<file path="src/rtl/wdt_pkg.sv">
package wdt_pkg;

  typedef enum logic {
    SRC_OSC   = 1'b0,
    SRC_INSTR = 1'b1
  } wdt_src_e;

  typedef enum logic {
    CLR_SINGLE = 1'b0,
    CLR_DUAL   = 1'b1
  } wdt_clr_e;

  localparam int unsigned SEL_W   = 3;
  localparam int unsigned MAX_SEL = (1 << SEL_W) - 1;
  localparam int unsigned CTRL_W  = 8;
  localparam int unsigned FLAG_W  = CTRL_W - SEL_W;

  typedef struct packed {
    logic [FLAG_W-1:0] flags;
    logic [SEL_W-1:0]  sel;
  } wdt_ctrl_t;

  localparam wdt_ctrl_t CTRL_RST = '{flags: 5'b10000, sel: 3'b111};

endpackage

</file>
<file path="src/rtl/wdt_tick_src.sv">
module wdt_tick_src
  import wdt_pkg::*;
#(
  parameter wdt_src_e SRC = SRC_OSC
) (
  input  logic osc_tick,
  input  logic instr_tick,
  input  logic halted,
  output logic tick
);

  // Instruction clock is gated off while the core is halted.
  always_comb begin
    if (SRC == SRC_OSC) tick = osc_tick;
    else                tick = instr_tick & ~halted;
  end

endmodule

</file>
<file path="src/rtl/wdt_clr_ctrl.sv">
module wdt_clr_ctrl
  import wdt_pkg::*;
#(
  parameter wdt_clr_e CLR_MODE = CLR_SINGLE
) (
  input  logic clk,
  input  logic rst_n,
  input  logic clr_a,
  input  logic clr_b,
  input  logic flush,   // any other restart cause
  output logic fire
);

  generate
    if (CLR_MODE == CLR_DUAL) begin : g_dual
      logic seen_a_q, seen_b_q;

      assign fire = (seen_a_q | clr_a) & (seen_b_q | clr_b);

      always_ff @(posedge clk or negedge rst_n) begin
        if (!rst_n) begin
          seen_a_q <= 1'b0;
          seen_b_q <= 1'b0;
        end else if (fire || flush) begin
          seen_a_q <= 1'b0;
          seen_b_q <= 1'b0;
        end else begin
          seen_a_q <= seen_a_q | clr_a;
          seen_b_q <= seen_b_q | clr_b;
        end
      end
    end else begin : g_single
      logic unused_single;
      assign fire          = clr_a;
      assign unused_single = clr_b ^ flush ^ clk ^ rst_n;
    end
  endgenerate

endmodule

</file>
<file path="src/rtl/wdt_count.sv">
module wdt_count
  import wdt_pkg::*;
#(
  parameter int unsigned PRE_W = 8
) (
  input  logic             clk,
  input  logic             rst_n,
  input  logic             tick,
  input  logic             clear,
  input  logic [SEL_W-1:0] sel_in,
  output logic             ovf,
  output logic [SEL_W-1:0] sel_act
);

  // Pre-divider and prescaler share one binary counter; the active
  // width of the terminal compare grows with the select value.
  localparam int unsigned CW = PRE_W + MAX_SEL;

  logic [CW-1:0]    cnt_q;
  logic [CW-1:0]    mask;
  logic [SEL_W-1:0] sel_q;
  logic             term;
  logic             restart;

  genvar g;
  generate
    for (g = 0; g < CW; g++) begin : g_mask
      assign mask[g] = (32'(g) < (32'(PRE_W) + 32'(sel_q)));
    end
  endgenerate

  assign term    = &(cnt_q | ~mask);
  assign ovf     = tick & term & ~clear;
  assign restart = clear | ovf;
  assign sel_act = sel_q;

  always_ff @(posedge clk or negedge rst_n) begin
    if (!rst_n) begin
      cnt_q <= '0;
      sel_q <= CTRL_RST.sel;
    end else if (restart) begin
      cnt_q <= '0;
      sel_q <= sel_in;     // new ratio only at a restart
    end else if (tick) begin
      cnt_q <= cnt_q + 1'b1;
    end
  end

endmodule

</file>
<file path="src/rtl/wdt_ctrl_reg.sv">
module wdt_ctrl_reg
  import wdt_pkg::*;
(
  input  logic              clk,
  input  logic              rst_n,
  input  logic              we,
  input  logic [CTRL_W-1:0] wdata,
  output wdt_ctrl_t         q
);

  always_ff @(posedge clk or negedge rst_n) begin
    if (!rst_n)  q <= CTRL_RST;
    else if (we) q <= wdt_ctrl_t'(wdata);
  end

endmodule

</file>
<file path="src/rtl/watchdog_timer.sv">
module watchdog_timer
  import wdt_pkg::*;
#(
  parameter int unsigned PRE_STAGES = 8,
  parameter wdt_src_e    SRC        = SRC_OSC,
  parameter wdt_clr_e    CLR_MODE   = CLR_SINGLE
) (
  input  logic       clk,
  input  logic       rst_n,
  input  logic       osc_tick,
  input  logic       instr_tick,
  input  logic       halted,
  input  logic       clr_a,
  input  logic       clr_b,
  input  logic       halt_cmd,
  input  logic       ctrl_we,
  input  logic [7:0] ctrl_wdata,
  output logic [7:0] ctrl_rdata,
  output logic       timeout_pulse,
  output logic       warm_rst_req,
  output logic       chip_rst_req,
  output logic       to_flag
);

  logic             tick;
  logic             fire;
  logic             clear;
  logic             ovf;
  logic             flush;
  logic [SEL_W-1:0] sel_act;
  wdt_ctrl_t        ctrl_q;

  logic tp_q, warm_q, chip_q, to_q;

  wdt_tick_src #(.SRC(SRC)) u_src (
    .osc_tick   (osc_tick),
    .instr_tick (instr_tick),
    .halted     (halted),
    .tick       (tick)
  );

  wdt_ctrl_reg u_ctrl (
    .clk   (clk),
    .rst_n (rst_n),
    .we    (ctrl_we),
    .wdata (ctrl_wdata),
    .q     (ctrl_q)
  );

  assign flush = halt_cmd | ovf;

  wdt_clr_ctrl #(.CLR_MODE(CLR_MODE)) u_clr (
    .clk   (clk),
    .rst_n (rst_n),
    .clr_a (clr_a),
    .clr_b (clr_b),
    .flush (flush),
    .fire  (fire)
  );

  assign clear = fire | halt_cmd;

  wdt_count #(.PRE_W(PRE_STAGES)) u_cnt (
    .clk     (clk),
    .rst_n   (rst_n),
    .tick    (tick),
    .clear   (clear),
    .sel_in  (ctrl_q.sel),
    .ovf     (ovf),
    .sel_act (sel_act)
  );

  logic unused_sel;
  assign unused_sel = ^sel_act;

  always_ff @(posedge clk or negedge rst_n) begin
    if (!rst_n) begin
      tp_q   <= 1'b0;
      warm_q <= 1'b0;
      chip_q <= 1'b0;
      to_q   <= 1'b0;
    end else begin
      tp_q   <= ovf;
      warm_q <= ovf & halted;
      chip_q <= ovf & ~halted;
      if (ovf)        to_q <= 1'b1;
      else if (clear) to_q <= 1'b0;
    end
  end

  assign ctrl_rdata    = ctrl_q;
  assign timeout_pulse = tp_q;
  assign warm_rst_req  = warm_q;
  assign chip_rst_req  = chip_q;
  assign to_flag       = to_q;

endmodule

</file>
<file path="config.mk">
export PLATFORM = sky130hd
export DESIGN_NAME = watchdog_timer
export DESIGN_NICKNAME = d
export VERILOG_FILES = /design/src/rtl/wdt_pkg.sv /design/src/rtl/wdt_tick_src.sv /design/src/rtl/wdt_clr_ctrl.sv /design/src/rtl/wdt_count.sv /design/src/rtl/wdt_ctrl_reg.sv /design/src/rtl/watchdog_timer.sv
export SDC_FILE = /design/constraint.sdc
export NUM_CORES = 1
export LEC_CHECK = 0
export ABC_CLOCK_PERIOD_IN_PS = 1680
export BUFFER_PORTS_ARGS = -buffer_cell sky130_fd_sc_hd__buf_2
export CAP_MARGIN = 20
export CORE_ASPECT_RATIO = 1.25
export CORE_MARGIN = 5
export CORE_UTILIZATION = 48
export DETAILED_ROUTE_END_ITERATION = 6
export PLACE_DENSITY = 0.81
export SYNTH_ARGS = -nofsm -noshare
export SYNTH_HDL_FRONTEND = slang
export SYNTH_SLANG_ARGS = --single-unit
</file>
<file path="constraint.sdc">
create_clock -name clk -period 1.68 [get_ports clk]
set_clock_uncertainty 0.05 [all_clocks]
set_input_delay 0.336 -clock clk [delete_from_list [all_inputs] [get_ports clk]]
set_output_delay 0.336 -clock clk [all_outputs]
set_load 0.01 [all_outputs]
</file>
==> impl_metrics.env <==
export IMPL_drcViolationCount=0
export IMPL_clock_sinks=30
export IMPL_max_freq_ghz=0.595
export IMPL_async_flop_share_pct=100
export IMPL_die_height_um=69.7
export IMPL_finalWorstSetupSlack_ns=-0.00118
export IMPL_n_antenna_cell=0
export IMPL_timing_final_crit_share_pct=100
export IMPL_finalHoldViolations=0
export IMPL_drive_above_1_share_pct=53.6
export IMPL_dr_first_iter_drc_count=16
export IMPL_critPathRequiredTime_ns=1.89
export IMPL_synth_fa_ha_area_share_pct=0.915
export IMPL_finalSetupViolCount=1
export IMPL_insertion_delay_ns=0.33
export IMPL_ys_seq_elements=30
export IMPL_cts_tree="done"
export IMPL_synthTopCellsByArea="dfrtp_1 (42%), dfstp_2 (13%), mux2_2 (6.6%)"
export IMPL_maxCapViolations=0
export IMPL_antenna_found_initial=0
export IMPL_design_die_area_um2=4020
export IMPL_power_leakage_nw=0.852
export IMPL_gp_congestion=0.866
export IMPL_routed_wl_um=2760
export IMPL_grt_max_degree=31
export IMPL_crit_arrival_ns=1.89
export IMPL_num_vias=1023
export IMPL_port_buffers=26
export IMPL_wl_met1_um=1090
export IMPL_synth_flop_cell="dfrtp_1"
export IMPL_wire_per_inst_um=13.8
export IMPL_wl_met2_um=1490
export IMPL_drt_vias_per_instance=5.12
export IMPL_synth_top_family_by_area="simple AND/OR/NAND/NOR gates"
export IMPL_first_pass_iters=4
export IMPL_status="finished, violations left"
export IMPL_h_tree_depth=2
export IMPL_grt_overflow_total=0
export IMPL_synth_avg_cell_area_um2=11.9
export IMPL_synth_compound_area_share_pct=4.21
export IMPL_fin_nets=183
export IMPL_critPathKind="reg -> reg"
export IMPL_drv_slew=0
export IMPL_core_um2=2710
export IMPL_cts_buffers=5
export IMPL_maxUsedRoutingLayer="met4"
export IMPL_grt_pass1_wl_um=4770
export IMPL_crit_path_end_kind="flop"
export IMPL_die_w_um=57.7
export IMPL_synth_area_um2=1370
export IMPL_clockBufferDepth=2
export IMPL_syn_to_final_growth_pct=31.5
export IMPL_io_pins=29
export IMPL_clock_root_buffer="clkbuf_4"
export IMPL_period_minus_slack_ns=1.68
export IMPL_dr_wl_met3_um=129
export IMPL_syn_num_nets=133
export IMPL_synth_edf_count=0
export IMPL_initial_core_util_pct=50.5
export IMPL_rows=21
export IMPL_synth_seq_area_share_pct=55.5
export IMPL_yosysWarnings=0
export IMPL_worstHoldPathType="in -> reg"
export IMPL_power_mw=1.42
export IMPL_cts_clk_slew_worst_paths_ns=0.09
export IMPL_startpoint_type="flop"
export IMPL_power_density_nw_per_um2=792
export IMPL_synth_xor_area_share_pct=8.97
export IMPL_violations="negative setup slack"
export IMPL_rsz0062_at_grt="yes"
export IMPL_irDropWorstVdd_mv=0.685
export IMPL_synth_simple_gate_area_share_pct=16.2
export IMPL_first_global_vias=1054
export IMPL_ant_nets=0
export IMPL_synth_distinct_cells=30
export IMPL_yosysTopAreaCellShare_pct=42.1
export IMPL_slew_headroom_pct=56.7
export IMPL_crit_fanout=6
export IMPL_fin_setup_tns_ns=-0.00118
export IMPL_muxShareOfSynthArea_pct=10.6
export IMPL_synth_top_area_cell="dfrtp_1"
export IMPL_hpwl_um=2070
export IMPL_post_place_ws_ns=-0.0769
export IMPL_worst_pin_slew_ns=0.650
export IMPL_synthCells=115
export IMPL_grt_usage_pct=15.4
[path summary, 6_finish.rpt]
| check | from | to | slack [ns] | depth (start not counted) |
|---|---|---|---|---|
| max in group asynchronous | rst_n | u_ctrl.q[3] | 0.65 | 2 |
| worst min register to register | u_ctrl.q[3] | u_ctrl.q[3] | 0.46 | 1 |
| worst min-delay path | halted | chip_rst_req | 0.11 | 2 |
| worst max-delay path | u_cnt.sel_act[2] | u_cnt.sel_act[0] | -0.001 | 4 |
| worst max register to register | u_cnt.sel_act[2] | u_cnt.sel_act[0] | -0.001 | 4 |
| min in group asynchronous | rst_n | to_flag | 0.51 | 2 |
[worst max-delay path, cell delays in order, from the launching register on]
cell and delay (ns):
dfstp_2 0.55, nand2b_1 0.06, o2bb2ai_1 0.14, a311o_2 0.48
mux2_4 0.32
[cells in the mapped netlist, drive strengths merged, types with 2 or more instances]
master  count
inv         3
nor2       19
clkbuf      2
dfstp       7
nand2       5
xnor2       4
nand3       4
o21ai       2
nand4       6
nor3        4
mux2       11
a21boi      2
dfrtp      23
buf         3
xor2       10
[power by group]
| group | internal [mW] | switching (mW) | total (mW) |
|---|---|---|---|
| sequential | 0.767 | 0.0224 | 0.790 |
| clock | 0.201 | 0.246 | 0.447 |
| combinational | 0.0994 | 0.0873 | 0.187 |
[final cells by class]
type	instances	area, um2
clock buffers	6	51.3
clock inverters	2	12.5
fillers	204	908
inverters	3	11.3
multi-input cells	77	619
flip-flops and latches	30	759
well taps	34	42.5
repair buffers	48	302
[timing repair]
item                                    CTS  global route
endpoints found under the hold margin    23             0
endpoints found under the setup margin   16            16
resized for setup                         7            12
buffers inserted                          1             0
cloned                                    0             0
hold buffers                              1             0
pin swaps                                 3             2
[state kept, by name, indices dropped and copies added (netlist names)]
register and flops:
u_ctrl.q 8, to_flag 1, u_cnt.sel_act 3, warm_rst_req 1, u_cnt.cnt_q 15, chip_rst_req 1, timeout_pulse 1
[per-layer routing]
layer	track usage, %	vias up
met4	5.41	0
met3	5.40	6
met1	18.2	505
met5	0	-
li1	-	493
met2	25.4	19
[metrics by stage]
stage	std cells	cell area [um2]	util [%]	hold WS (ns)
after detailed placement	190	1660	61.2	0.351
after global placement	190	1660	61.2	0.332
final	200	1800	66.4	0.109
after CTS	200	1750	64.7	0.0960
after floorplan	115	1370	-	-0.00959
after global routing	200	1800	66.4	0.0826
[placed cells by master (no fill, tap or decap), drive strengths merged, types with 2 or more instances in the layout]
cell type  instances
buf               47
clkbuf             6
nand3              4
nor3               4
dfstp              7
nor2              19
inv                3
nand4              6
xor2              10
nand2              5
xnor2              4
a21boi             2
mux2              11
o21ai              2
dfrtp             23
[logic make-up (layout without fill, tap and decap cells)]
family | Yosys count | count (layout)
flops | 30 | 30
simple gates | 42 | 42
fa+ha+maj | 1 | 1
compound gates | 8 | 8
xor+xnor | 14 | 14
buf+inv | 8 | 59
mux | 12 | 12
(Power assumes the default switching activity.)
